==> config.mk <==
export PLATFORM = sky130hd
export DESIGN_NAME = pswc_top
export DESIGN_NICKNAME = d
export VERILOG_FILES = /design/src/rtl/pswc_pkg.sv /design/src/rtl/pswc_zero_det.sv /design/src/rtl/pswc_eq_cmp.sv /design/src/rtl/pswc_downcnt.sv /design/src/rtl/pswc_flag.sv /design/src/rtl/pswc_top.sv
export SDC_FILE = /design/constraint.sdc
export NUM_CORES = 1
export LEC_CHECK = 0
export BUFFER_PORTS_ARGS = -buffer_cell sky130_fd_sc_hd__buf_4
export CORE_UTILIZATION = 50
export CTS_CLUSTER_DIAMETER = 60
export DETAILED_ROUTE_END_ITERATION = 8
export PLACE_DENSITY = 0.79
export SLEW_MARGIN = 20
export SYNTH_ARGS = -nofsm -noshare
export SYNTH_HDL_FRONTEND = slang
export SYNTH_HIERARCHICAL = 1
export SYNTH_SLANG_ARGS = --single-unit
==> constraint.sdc <==
create_clock -name clk -period 2.5 [get_ports clk]
set_input_delay 0.375 -clock clk [delete_from_list [all_inputs] [get_ports clk]]
set_output_delay 0.375 -clock clk [all_outputs]
set_load 0.01 [all_outputs]
==> src/rtl/pswc_pkg.sv <==
package pswc_pkg;
  // Default counter width; the block needs at least 2 bits.
  localparam int PSWC_DEF_WIDTH = 6;
endpackage

==> src/rtl/pswc_zero_det.sv <==
// Reload detector: true when the count is 0 or 1 (all upper bits clear),
// so the decrement about to happen would land on zero.
module pswc_zero_det #(
  parameter int HI_W = 5
) (
  input  logic [HI_W-1:0] hi_bits,
  output logic            reload_o
);
  logic [HI_W-1:0] any_set;

  assign any_set[0] = hi_bits[0];
  for (genvar i = 1; i < HI_W; i++) begin : g_or_chain
    assign any_set[i] = any_set[i-1] | hi_bits[i];
  end

  assign reload_o = ~any_set[HI_W-1];
endmodule

==> src/rtl/pswc_eq_cmp.sv <==
// Bitwise equality comparator.
module pswc_eq_cmp #(
  parameter int WIDTH = 6
) (
  input  logic [WIDTH-1:0] a_i,
  input  logic [WIDTH-1:0] b_i,
  output logic             eq_o
);
  logic [WIDTH-1:0] bit_same;

  for (genvar i = 0; i < WIDTH; i++) begin : g_bits
    assign bit_same[i] = ~(a_i[i] ^ b_i[i]);
  end

  assign eq_o = &bit_same;
endmodule

==> src/rtl/pswc_downcnt.sv <==
// Down counter with operand latch; reset behaves as a reload.
module pswc_downcnt #(
  parameter int WIDTH = 6
) (
  input  logic             clk,
  input  logic             rst,
  input  logic             reload_i,
  input  logic [WIDTH-1:0] load_i,
  input  logic [WIDTH-1:0] diff_i,
  output logic [WIDTH-1:0] cnt_o,
  output logic [WIDTH-1:0] nxt_o,
  output logic [WIDTH-1:0] dlat_o
);
  assign nxt_o = cnt_o - 1'b1;

  always_ff @(posedge clk) begin
    if (rst || reload_i) begin
      cnt_o  <= load_i;
      dlat_o <= diff_i;
    end else begin
      cnt_o  <= nxt_o;
    end
  end

  // count steps down by one when not reloading
  p_count_step_r2: assert property (@(posedge clk) disable iff (rst)
    !reload_i |=> (cnt_o == $past(cnt_o) - 1'b1));

  // operands captured exactly at the reload edge
  p_reload_sample_r5: assert property (@(posedge clk) disable iff (rst)
    reload_i |=> (cnt_o == $past(load_i) && dlat_o == $past(diff_i)));

  // latched difference frozen inside a period
  p_diff_frozen_r5: assert property (@(posedge clk) disable iff (rst)
    !reload_i |=> $stable(dlat_o));
endmodule

==> src/rtl/pswc_flag.sv <==
// Modulus-control flop and divided-output pulse flop.
module pswc_flag (
  input  logic clk,
  input  logic rst,
  input  logic reload_i,
  input  logic hit_i,
  input  logic start_hi_i,
  output logic mod_o,
  output logic pulse_o
);
  always_ff @(posedge clk) begin
    if (rst) begin
      mod_o   <= start_hi_i;
      pulse_o <= 1'b0;
    end else if (reload_i) begin
      mod_o   <= start_hi_i;
      pulse_o <= 1'b1;
    end else begin
      if (hit_i) mod_o <= 1'b1;
      pulse_o <= 1'b0;
    end
  end

  // once high the flag holds until the next reload
  p_flag_hold_r3: assert property (@(posedge clk) disable iff (rst)
    (!reload_i && mod_o) |=> mod_o);

  // a pulse follows each reload edge
  p_pulse_on_reload_r4: assert property (@(posedge clk) disable iff (rst)
    reload_i |=> pulse_o);

  // no pulse when the counter only stepped
  p_pulse_quiet_r4: assert property (@(posedge clk) disable iff (rst)
    !reload_i |=> !pulse_o);
endmodule

==> src/rtl/pswc_top.sv <==
module pswc_top #(
  parameter int WIDTH = pswc_pkg::PSWC_DEF_WIDTH
) (
  input  logic             clk,
  input  logic             rst,
  input  logic [WIDTH-1:0] load_val,
  input  logic [WIDTH-1:0] diff_val,
  output logic             mod_ctl,
  output logic             div_pulse
);
  localparam int HI_W = WIDTH - 1;

  logic [WIDTH-1:0] cnt_w;
  logic [WIDTH-1:0] nxt_w;
  logic [WIDTH-1:0] dlat_w;
  logic             reload_w;
  logic             hit_w;
  logic             start_hi_w;

  pswc_downcnt #(.WIDTH(WIDTH)) u_cnt (
    .clk      (clk),
    .rst      (rst),
    .reload_i (reload_w),
    .load_i   (load_val),
    .diff_i   (diff_val),
    .cnt_o    (cnt_w),
    .nxt_o    (nxt_w),
    .dlat_o   (dlat_w)
  );

  pswc_zero_det #(.HI_W(HI_W)) u_zero (
    .hi_bits  (cnt_w[WIDTH-1:1]),
    .reload_o (reload_w)
  );

  // Next count against the latched difference: flag rises as count reaches D.
  pswc_eq_cmp #(.WIDTH(WIDTH)) u_cmp_run (
    .a_i  (nxt_w),
    .b_i  (dlat_w),
    .eq_o (hit_w)
  );

  // New operands equal: S is zero, flag starts the period high.
  pswc_eq_cmp #(.WIDTH(WIDTH)) u_cmp_start (
    .a_i  (load_val),
    .b_i  (diff_val),
    .eq_o (start_hi_w)
  );

  pswc_flag u_flag (
    .clk        (clk),
    .rst        (rst),
    .reload_i   (reload_w),
    .hit_i      (hit_w),
    .start_hi_i (start_hi_w),
    .mod_o      (mod_ctl),
    .pulse_o    (div_pulse)
  );

  // a rise of the flag inside a period happens only where count equals D
  p_rise_at_match_r3: assert property (@(posedge clk) disable iff (rst)
    (!div_pulse && $rose(mod_ctl)) |-> (cnt_w == dlat_w));

  // a count of 0 or 1 always reloads on the next edge
  p_short_period_r6: assert property (@(posedge clk) disable iff (rst)
    (cnt_w <= 1) |=> div_pulse);
endmodule

* Word-level counts from Yosys, hierarchy flattened *
Index checks and enable logic that the tools add are counted.

storage, ports and cells
  word-level logic and storage cells = 43
  input bits = 14
  memories kept = 0
  latch bits = 0
  bits in read-only memories = 0
  bits in writable memories = 0
  bits in registers = 14

cells by class
  reductions and logical operators = 3
  equal/unequal tests = 1
  multipliers = 0
  shifts and indexed selects = 0
  add/subtract/negate cells = 1
  bitwise logic cells = 29
  magnitude comparators = 0
  divide/modulo/power cells = 0
  multiplexer cells = 5

operators by type and width
  cell                   number
  $not A1 Y1             13
  $reduce_and A6 Y1      2
  $xor A1 B1 Y1          12
  $mux W6                1
  $sub A6 B1 Y6 const B  1
  $mux W1                4
  $or A1 B1 Y1           4
  $ne A3 B3 Y1 const B   1
  $logic_or A1 B1 Y1     1

* Depth between registers and ports, before layout *
Gate-level depths: netlist of the first run.

  word-level depth = 7
  mapped depth = 8
  mapped depth without buffers = 8

* Modules after synthesis *
Netlist of the first run, hierarchy kept.

modules (own cells, without submodules)
  module         cells each  seq. area each (µm²)  times used  area an instance (µm²)
  pswc_downcnt   37          300.3                 1           460.4
  pswc_eq_cmp    8           0.0                   2           68.8
  pswc_flag      5           50.0                  1           70.1
  pswc_zero_det  2           0.0                   1           11.3

* Worst setup path after synthesis of the first run *
Ideal clock, no wire load.

  path type = register to register
  from = register u_cnt.cnt_o[2]
  to = register u_flag.mod_o (enable)
  stages on the path, launching flop included = 7
  library setup time = 254 ps
  setup slack = 507 ps
  buffers on the path = 0
  data required time = 2,246 ps
  arrival time = 1,739 ps
  cell sequence = dfxtp_1 or3_4 or4_4 nand2_1 xor2_1 nor3_2 or3_1

on the way
  word-level cells in the longest chain between the ends = 5
  elaborated cells on any way between the ends = 15

ends and longest elaborated chain
  item                           line                source
  from (decl)                    pswc_downcnt.sv:10  output logic [WIDTH-1:0] cnt_o,
  from (signal assigned)         pswc_downcnt.sv:18  cnt_o <= load_i;
  from (signal assigned)         pswc_downcnt.sv:21  cnt_o <= nxt_o;
  $sub A6 B1 Y6                  pswc_downcnt.sv:14  assign nxt_o = cnt_o - 1'b1;
  net nxt_w[5]                   pswc_top.sv:14      logic [WIDTH-1:0] nxt_w;
  $xor A1 B1 Y1                  pswc_eq_cmp.sv:12   assign bit_same[i] = ~(a_i[i] ^ b_i[i]);
  $not A1 Y1                     pswc_eq_cmp.sv:12
  $reduce_and A6 Y1              pswc_eq_cmp.sv:15   assign eq_o = &bit_same;
  net hit_w                      pswc_top.sv:17      logic hit_w;
  $ne A3 B3 Y1 (no source line)  n/a
  to (signal assigned)           pswc_flag.sv:13     mod_o <= start_hi_i;
  to (signal assigned)           pswc_flag.sv:16     mod_o <= start_hi_i;
  to (decl)                      pswc_flag.sv:8      output logic mod_o,

The timed path passes the listed nets, and every way through them passes these cells.
A chain may end at the register's enable or synchronous reset.

* Worst setup path after layout of the first run *
Same ends and word-level chain as after synthesis.

==> metrics.txt, run 1 <==
Die Height 38.9 um; final setup TNS 0 ns; Seq/Total Area, Yosys 51.6%; WP data required approximately 2.5 ns; vias in the first global route about 500; total iterations of the first detailed-routing run 4; reg2reg start u_cnt/cnt_o[2]; setup slack after layout 0.440 ns; Tcrit/Tclk final 82.4%; Final Skew 0.00492 ns; top cell type by total area after synthesis edfxtp_1; CP Data Arrival Time 2.10 ns; pin count of the biggest net entering global routing 12; r2r setup slk 0.44 ns; endpoint type of the worst setup path flip-flop; layout cells sized above 1 30.4%; initial DRC count 3; drt drc 0; Starting Density 57.3%; status complete, no violations; Worst VDD drop 0.395 mV; final hold vios 0; DR vias/cell 5.00; Yosys warnings 6; hold buffer count at CTS 0; P per Cell Area 708 mW/mm^2; post_cts resized 0; initial antenna violation count 0; detailed placement HPWL 930 um; via count 465; Filler Cells Inserted between 90 and 100; DRT antenna net count 0; Cell Area, Synth around 680 um^2; kind of critical path flip-flop to flip-flop; Setup-failing EPs final 0; post-synthesis simple-gate area fraction between 10% and 20%; Skew-Pair Late Insertion Delay 0.27 ns; syn avg cell area 11.3 um^2; adder-cell share of the synthesized area 1.84%; die area 0.00151 mm^2; Global Route Usage Sum between 20% and 30%; Min-Delay Path Depth 2; Max Cap Viol 0; Area growth syn-to-layout 23.0%; Reg2Reg Depth 6; RSZ-0062 raised after global routing false; mux contribution to synthesized area 3.31%; cells after synthesis 60; share of the synthesized area in the top cell type between 30% and 40%; Max Freq slightly below 500 MHz; synthesized flop and latch total 14; Core Area around 0.0012 mm^2; wire length per cell 12.7 um; top cells by area, synth edfxtp_1 (31%), dfxtp_1 (21%), xnor2_1 (12%); H-tree levels 1; worst min-delay path category input pin to flip-flop; Post-CTS Setup Inserts 0; Slew HR about 73%; XOR/XNOR share of the synthesized area around a fifth; Sink Count 14; Die Width 38.9 um; first-pass GRT wire length 2080 um; I/O pin count 16; WL final roughly 1200 um; Place WS 0.443 ns; Worst Hold Path EP u_flag/pulse_o; nets 95; row cnt 12; CTS Root Buffer Type clkbuf_4; Reg clk slew, reported paths 0.09 ns; number of inserted diodes 0; minimum clock period 2.06 ns; Worst Hold Launch rst; Synth cell types 21; Final Max Slew Viols 0; largest family of logic cells by synthesized area XOR/XNOR gates; Syn Nets 75; CTS tree built; GP Congestion roughly 0.71; total CTS buffers 3; Port Buffers 15; leakage power 0.346 nW; Max Fanout on Critical Path 4; worst slew pin tran 0.396 ns; Remaining Overflow, GRT 0; area fraction in compound gates after synthesis ~4.6%; Worst R2R End u_flag/mod_o; CTS Buffer Depth 2; Startpoint Class flip-flop
-- cells in the mapped netlist (all sizes together) --
master,n
xnor2,9
dfxtp,7
edfxtp,7
nand2,6
xor2,6
inv,4
nor2,3
mux2,2
nand4,2
nor3,2
o21ai,2
or3,2
or4,2
a31oi,1
ha,1
nor2b,1
nor3b,1
o21bai,1
o31ai,1
-- sequential cells by signal, summed over array words and instances (netlist names) --
name / flops
u_cnt/cnt_o: 6
u_cnt/dlat_o: 6
u_flag/mod_o: 1
u_flag/pulse_o: 1
-- layer usage --
metal / global-route usage (%) / vias to the layer above / wire [um]
met5: 0 / - / 0
met4: 18.1 / 0 / 19
met3: 3.47 / 2 / 48
met2: 34.2 / 13 / 597
met1: 27.1 / 204 / 519
li1: - / 246 / -
-- layout make-up --
cell class	count	area [um^2]	area share [%]
flip-flops and latches	14	350	41.9
multi-input cells	42	314	37.6
repair buffers	15	113	13.5
clock buffers	4	26.3	3.14
well taps	14	17.5	2.10
inverters	4	15.0	1.80
-- layout by cell type (no fill, tap or decap), types with 2 or more instances in the layout --
cell type / netlist / final
mux2_2: 2 / 2
xnor2_1: 9 / 9
buf_4: 0 / 15
inv_1: 4 / 4
nand4_1: 2 / 2
edfxtp_1: 7 / 7
nand2_1: 6 / 6
nor2_1: 3 / 3
dfxtp_1: 7 / 7
xor2_1: 6 / 6
o21ai_0: 2 / 2
clkbuf_4: 0 / 3
nor3_2: 2 / 2
-- logic make-up after synthesis --
group | after synthesis
AOI/OAI and AO/OA | 5
xor gates and xnor gates | 15
adders and majority gates | 1
buffers and inverters | 4
DFF | 14
muxes | 2
and+or+nand+nor | 19
-- where the power goes --
part           total, mW  switching, mW  internal, mW  leakage [nW]
registers          0.300         0.0254         0.275         0.127
logic              0.159         0.0769        0.0821         0.204
clock network      0.132         0.0707        0.0618        0.0150
total              0.592          0.173         0.419         0.346
-- worst max-delay path, stage by stage (launching register included) --
cell and delay, ns:
dfxtp_1 0.35, or3_4 0.41, or4_4 0.42, nand2_1 0.10
xor2_1 0.17, nor3_2 0.06, or3_1 0.32
-- per-stage QoR --
stage	cell area, um^2	utilization (%)	cells	hold WS [ns]	power, mW
4_1_cts	836	70.5	93	0.259	0.600
3_3_place_gp	810	68.2	89	0.482	0.460
2_1_floorplan	679	-	60	0.447	0.416
3_5_place_dp	810	68.2	89	0.496	0.464
5_1_grt	836	70.5	93	0.261	0.636
6_report	836	70.5	93	0.272	0.592
-- worst max-delay path by stage --
stage | from | slack [ns] | endpoint
floorplan | u_cnt/cnt_o[2] | 0.51 | u_flag/mod_o
global placement | u_cnt/cnt_o[2] | 0.48 | u_flag/mod_o
detailed placement | u_cnt/cnt_o[2] | 0.44 | u_flag/mod_o
CTS | u_cnt/cnt_o[2] | 0.43 | u_flag/mod_o
global route | u_cnt/cnt_o[2] | 0.35 | u_flag/mod_o
finish | u_cnt/cnt_o[2] | 0.44 | u_flag/mod_o
No activity file was read; power rests on OpenSTA's default activity.
==> run 2: changes to the inputs <==
==> constraint.sdc (replaced) <==
create_clock -name clk -period 1.97 [get_ports clk]
set_input_delay 0.2955 -clock clk [delete_from_list [all_inputs] [get_ports clk]]
set_output_delay 0.2955 -clock clk [all_outputs]
set_load 0.01 [all_outputs]
==> run 2 against run 1 <==
Compared with the run above: hold slack got worse by 0.080 ns; non-clock buffer count rose by 6; core utilization rose by 5.2 points; worst setup slack got worse by 0.51 ns; critical endpoint unchanged; routed wire length rose by 15%; sequential power rose by 27%; largest power group unchanged; first-iteration DRC count rose to 3.0 times the previous value; clock-buffer cell count did not move; die area did not move; critical path depth did not move; maximum frequency rose by 1.1%; clock power rose by 27%; the flow now finishes with violations (setup timing).
==> metrics.txt, run 2 (synthesis results as in run 1) <==
CTS Buffer Depth 2 (unchanged); Max Used Layer met4; commonest non-fill, non-tap cell in the layout buf_4; kind of critical path flip-flop to flip-flop; row cnt 12 (unchanged); WP data required 2.00 ns (-0.54 ns); final setup TNS -0.0670 ns (-0.0670 ns); H-tree levels 1 (unchanged); area of placed instances 857 um^2 (+5.9%); total iterations of the first detailed-routing run 4 (unchanged); layout cells sized above 1 40.0% (+9.6 points); WL final 1360 um (+15%); nets 101 (+6.3%); drt drc 0 (unchanged); Worst path max stage delay 0.44 ns (+0.02 ns); register area 352 um^2 (+0.36%); number of inserted diodes 0 (unchanged); pin count of the biggest net entering global routing 12 (unchanged); failing checks setup timing; total CTS buffers 3 (unchanged); Global Route Usage Sum 22.3% (+0.067 points); Tcrit/Tclk final 103% (+21 points); slowest cell on the critical path or4_4; Final Skew 0.00236 ns (-0.00255 ns); initial antenna violation count 0 (unchanged); I/O pin count 16 (unchanged); most frequent cells in the layout buf_4 (21), xnor2_1 (9), edfxtp_1 (7), dfxtp_1 (6); Worst VDD drop 0.496 mV (+25%); worst min-delay path category input pin to flip-flop; via count 514 (+11%); Reg clk slew, reported paths 0.08 ns (about the same); Die Width 38.9 um (unchanged); GP Congestion 0.714 (+0.78%); Core Area 0.00119 mm^2 (unchanged); Starting Density 57.3% (unchanged); endpoint type of the worst setup path flip-flop; first-pass GRT wire length 2160 um (+3.6%); biggest regs u_cnt/cnt_o (6), u_cnt/dlat_o (6); Port Buffers 15 (unchanged); Remaining Overflow, GRT 0 (unchanged); leakage power 0.378 nW (+9.2%); DRT antenna net count 0 (unchanged); CTS Root Buffer Type clkbuf_4; final hold vios 0 (unchanged); Max Cap Viol 0 (unchanged); cell chain of the critical path or3_4 -> or4_4 -> nand2_2 -> xor2_2 -> nor3_2 -> or3_1; Sink Count 14 (unchanged); P per Cell Area 889 mW/mm^2 (+26%); minimum clock period 2.04 ns (-0.0229 ns); Startpoint Class flip-flop; Area growth syn-to-layout 32.0%; Final Cell Area 897 um^2 (+7.3%); CTS tree built; detailed placement HPWL 1020 um (+9.3%); met2 wire length 709 um (+19%); CP Data Arrival Time 2.07 ns (-0.03 ns); Die Height 38.9 um (unchanged); Slew HR 75.7% (+2.2 points); die area 0.00151 mm^2 (unchanged); Skew-Pair Late Insertion Delay 0.27 ns (about the same); Max Fanout on Critical Path 3 (-1); status finished, violations left; worst slew pin tran 0.361 ns (-0.0349 ns); wl on met1 610 um (+18%); Final Max Slew Viols 0 (unchanged); initial DRC count 9 (+6); Setup-failing EPs final 1 (+1); wire length per cell 13.7 um (+7.7%); Multi-input gate area 329 um^2 (+4.8%); setup slack after layout -0.0670 ns (-0.507 ns); DR vias/cell 5.19 (+3.8%); Max Freq 491 MHz (+1.1%); Filler Cells Inserted 83 (-13%); WL met3 28 um (-42%); RSZ-0062 raised after global routing true; vias in the first global route 535 (+9.6%)
[run 2: timing repair]
item / 4_1_cts / 5_1_grt
setup buffers: 0 / 0
setup endpoints to repair: 1 / 1
hold buffers: 0 / 0
resized for setup: 1 / 2
[run 2: critical path, delay by kind of cell (launching register included)]
kind | cells | cell delay, ns
simple gates | 5 | 1.31
flops | 1 | 0.33
xor+xnor | 1 | 0.15
[run 2: stage by stage]
step / hold slack [ns] / util [%] / instances / power (mW) / setup slack (ns)
floorplan: 0.367 / - / 60 / 0.529 / 0.0139
global placement: 0.480 / 72.3 / 95 / 0.617 / 0.0107
detailed placement: 0.481 / 72.3 / 95 / 0.622 / -0.0365
CTS: 0.180 / 74.6 / 99 / 0.795 / -0.0610
global route: 0.177 / 75.6 / 99 / 0.849 / -0.111
finish: 0.192 / 75.6 / 99 / 0.797 / -0.0670
[run 2: layer usage]
metal	vias to the layer above	global-route usage, %
met3	2	3.47
met1	244	24.7
met5	-	0
met4	0	13.8
li1	258	-
met2	10	39.2
[run 2: cell type report]
cell class / count / area share (%)
clock buffers: 4 / 2.93
multi-input cells: 42 / 36.7
inverters: 4 / 1.67
well taps: 14 / 1.95
flip-flops and latches: 14 / 39.2
repair buffers: 21 / 17.6
[run 2: path summary, 6_finish.rpt]
check                 start        endpoint  slack, ns  depth (start not counted)
min                     rst  u_flag/pulse_o       0.19                          2
max reg2reg  u_cnt/cnt_o[0]    u_flag/mod_o      -0.07                          6
min reg2reg  u_cnt/cnt_o[0]  u_cnt/cnt_o[0]       0.57                          2
max          u_cnt/cnt_o[0]    u_flag/mod_o      -0.07                          6
[run 2: power by group]
| part | total, mW | leakage [nW] | internal (mW) | switching [mW] |
|---|---|---|---|---|
| Combinational | 0.247 | 0.236 | 0.131 | 0.116 |
| Sequential | 0.382 | 0.127 | 0.349 | 0.0328 |
| Clock | 0.168 | 0.0150 | 0.0784 | 0.0891 |
| Total | 0.797 | 0.378 | 0.559 | 0.238 |
==> run 3: changes to the inputs <==
--- a/config.mk
+++ b/config.mk
@@ -6,6 +6,7 @@
 export NUM_CORES = 1
 export LEC_CHECK = 0
 export BUFFER_PORTS_ARGS = -buffer_cell sky130_fd_sc_hd__buf_4
+export CORE_MARGIN = 8
 export CORE_UTILIZATION = 50
 export CTS_CLUSTER_DIAMETER = 60
 export DETAILED_ROUTE_END_ITERATION = 8
@@ -13,5 +14,4 @@
 export SLEW_MARGIN = 20
 export SYNTH_ARGS = -nofsm -noshare
 export SYNTH_HDL_FRONTEND = slang
-export SYNTH_HIERARCHICAL = 1
 export SYNTH_SLANG_ARGS = --single-unit
==> constraint.sdc (replaced) <==
create_clock -name clk -period 1.9 [get_ports clk]
set_input_delay 0.285 -clock clk [delete_from_list [all_inputs] [get_ports clk]]
set_output_delay 0.285 -clock clk [all_outputs]
set_load 0.01 [all_outputs]
==> run 3 against run 2 <==
Compared with the run above: the flow still finishes with violations (setup timing); final cell count up 5.1%; power up 19%; largest power group unchanged; critical endpoint is now u_flag.mod_o; clock power up 4%; die area up 87%; non-clock buffer count unchanged; clock-buffer cell count unchanged; register-to-register slack better by 0.03 ns.
==> metrics.txt, run 3 <==
status finished, violations left; failing checks setup timing; Worst Setup SP u_cnt.cnt_o[0]; leakage power 0.380 nW (+0.36%); Cell Area, Synth 692 um^2 (+1.8%); CTS Root Buffer Type clkbuf_4; Tcrit/Tclk final 102% (-1.5 points); Filler Cells Inserted 99 (+19%); row cnt 13 (+1); Syn Nets 80 (+6.7%); Max Fanout on Critical Path 2 (-1); layout cells sized above 1 40.4% (+0.45 points); Die Width 53.2 um (+37%); CTS Buffer Depth 2 (unchanged); Starting Density 53.2% (-4.1 points); total CTS buffers 3 (unchanged); Final Cell Area 953 um^2 (+6.3%); Final Util 73.3% (-2.4 points); Max Freq 516 MHz (+5.2%); I/O pin count 16 (unchanged); via count 548 (+6.6%); Seq/Total Area, Yosys 50.6% (-0.93 points); Post-synth ARST share 0% (unchanged); drt drc 0 (unchanged); top cells by area, synth edfxtp_1 (30%), dfxtp_1 (20%), xnor2_1 (14%); Global Route Usage Sum 12.7% (-9.6 points); RSZ-0062 raised after global routing true; first-pass GRT wire length 2600 um (+20%); initial antenna violation count 0 (unchanged); DR vias/cell 5.27 (+1.5%); share of the synthesized area in the top cell type 30.4% (-0.56 points); Worst VDD drop 0.682 mV (+38%); worst min-delay path category input pin to flip-flop; commonest non-fill, non-tap cell in the layout buf_4; synthesized flop and latch total 14 (unchanged); total iterations of the first detailed-routing run 4 (unchanged); Yosys warnings 0 (-6); wire length per cell 15.6 um (+14%); WP data required 1.88 ns (-0.12 ns); P per Cell Area 997 mW/mm^2 (+12%); Final Skew 0.00734 ns (+0.00498 ns); GP Congestion 0.736 (+3.1%); Remaining Overflow, GRT 0 (unchanged); register area 353 um^2 (+0.36%); Skew-Pair Late Insertion Delay 0.28 ns (about the same); Startpoint Class flip-flop; Core Area 0.00130 mm^2 (+9.7%); kind of critical path flip-flop to flip-flop; reg2reg start u_cnt.cnt_o[0]; Max Cap Viol 0 (unchanged); area of placed instances 868 um^2 (+1.3%); most numerous cell in the Yosys netlist xnor2_1; biggest regs u_cnt.cnt_o (6), u_cnt.dlat_o (6); initial DRC count 8 (-1); predominant post-synthesis flop cell edfxtp_1; number of inserted diodes 0 (unchanged); CTS tree built; Port Buffers 15 (unchanged); Sink Count 14 (unchanged); WL final 1620 um (+19%); Worst Hold Launch rst; Area growth syn-to-layout 37.8%; EDFF count, synth 7 (unchanged); vias in the first global route 571 (+6.7%); nets 105 (+4.0%); Die Height 53.2 um (+37%); syn avg cell area 10.6 um^2 (-6.0%); worst slew pin tran 0.348 ns (-0.0136 ns); DRT antenna net count 0 (unchanged); endpoint type of the worst setup path flip-flop; die area 0.00283 mm^2 (+87%); Setup-failing EPs final 1 (unchanged); most frequent cells in the layout buf_4 (20), xnor2_1 (10), nand2_1 (7), edfxtp_1 (7); Multi-input gate area 374 um^2 (+14%); Final Max Slew Viols 0 (unchanged); CP Data Arrival Time 1.91 ns (-0.16 ns); detailed placement HPWL 1160 um (+14%); top cell type by total area after synthesis edfxtp_1; pin count of the biggest net entering global routing 13 (+1); Synth cell types 24 (+14%); minimum clock period 1.94 ns (-0.100 ns); Reg clk slew, reported paths 0.09 ns (about the same); Slew HR 76.8% (+1.1 points); setup slack after layout -0.0370 ns (+0.0300 ns); H-tree levels 1 (unchanged); final hold vios 0 (unchanged); top cells by count, synth xnor2_1 (11), dfxtp_1 (7), edfxtp_1 (7), nand2_1 (7), o21ai_0 (6); cells after synthesis 65 (+8.3%)
-- run 3: repair_timing --
| item | in CTS | in global routing |
|---|---|---|
| gates resized for setup | 4 | 5 |
| hold buffers | 0 | 0 |
| setup buffers | 0 | 2 |
| endpoints found under the setup margin | 1 | 1 |
| pin swaps | 2 | 2 |
-- run 3: worst paths after layout --
| check | end | slack [ns] | cells after the start |
|---|---|---|---|
| worst min-delay path | u_flag.pulse_o | 0.19 | 2 |
| worst min register to register | u_flag.pulse_o | 0.52 | 1 |
| worst max register to register | u_flag.mod_o | -0.04 | 7 |
| worst max-delay path | u_flag.mod_o | -0.04 | 7 |
-- run 3: through the flow --
step / total power [mW] / setup TNS (ns) / instances / setup slack (ns) / hold slack, ns
after floorplan: 0.593 / 0 / 65 / 0.00744 / 0.361
after global placement: 0.676 / -0.00892 / 98 / -0.00892 / 0.463
after detailed placement: 0.697 / -0.0784 / 98 / -0.0784 / 0.473
after CTS: 0.900 / 0 / 102 / 0.0105 / 0.184
after global routing: 1.01 / -0.0738 / 104 / -0.0738 / 0.160
final: 0.951 / -0.0370 / 104 / -0.0370 / 0.185
-- run 3: cells by family after synthesis --
logic type	share of synthesized area, %
fa+ha+maj	1.81
buf+inv	3.25
xor+xnor	19.0
flops	50.6
compound gates	8.68
simple gates	16.6
-- run 3: routing by layer --
layer	global-route usage [%]	vias to the layer above	part of all wire, %
li1	-	269	-
met1	14.1	259	39
met2	21.9	18	53
met3	4.76	2	6.3
met4	3.78	0	1.0
met5	0	-	0
-- run 3: cell type report --
type,instances,share of cell area [%]
Timing Repair Buffer,21,17.8
Tap cell,15,1.97
Inverter,3,1.18
Clock buffer,4,2.76
Sequential cell,14,37.0
Multi-Input combinational cell,47,39.2
-- run 3: power breakdown --
group | internal (mW) | switching, mW
registers | 0.369 | 0.0518
clock network | 0.0813 | 0.0940
logic | 0.194 | 0.161
-- run 3: worst max-delay path, stage by stage, from the launching register on --
cell and delay [ns]:
dfxtp_2 0.35, inv_2 0.05, ha_4 0.17, nor3b_4 0.15, buf_4 0.15, o21ai_1 0.06
or4b_4 0.48, o31ai_4 0.23
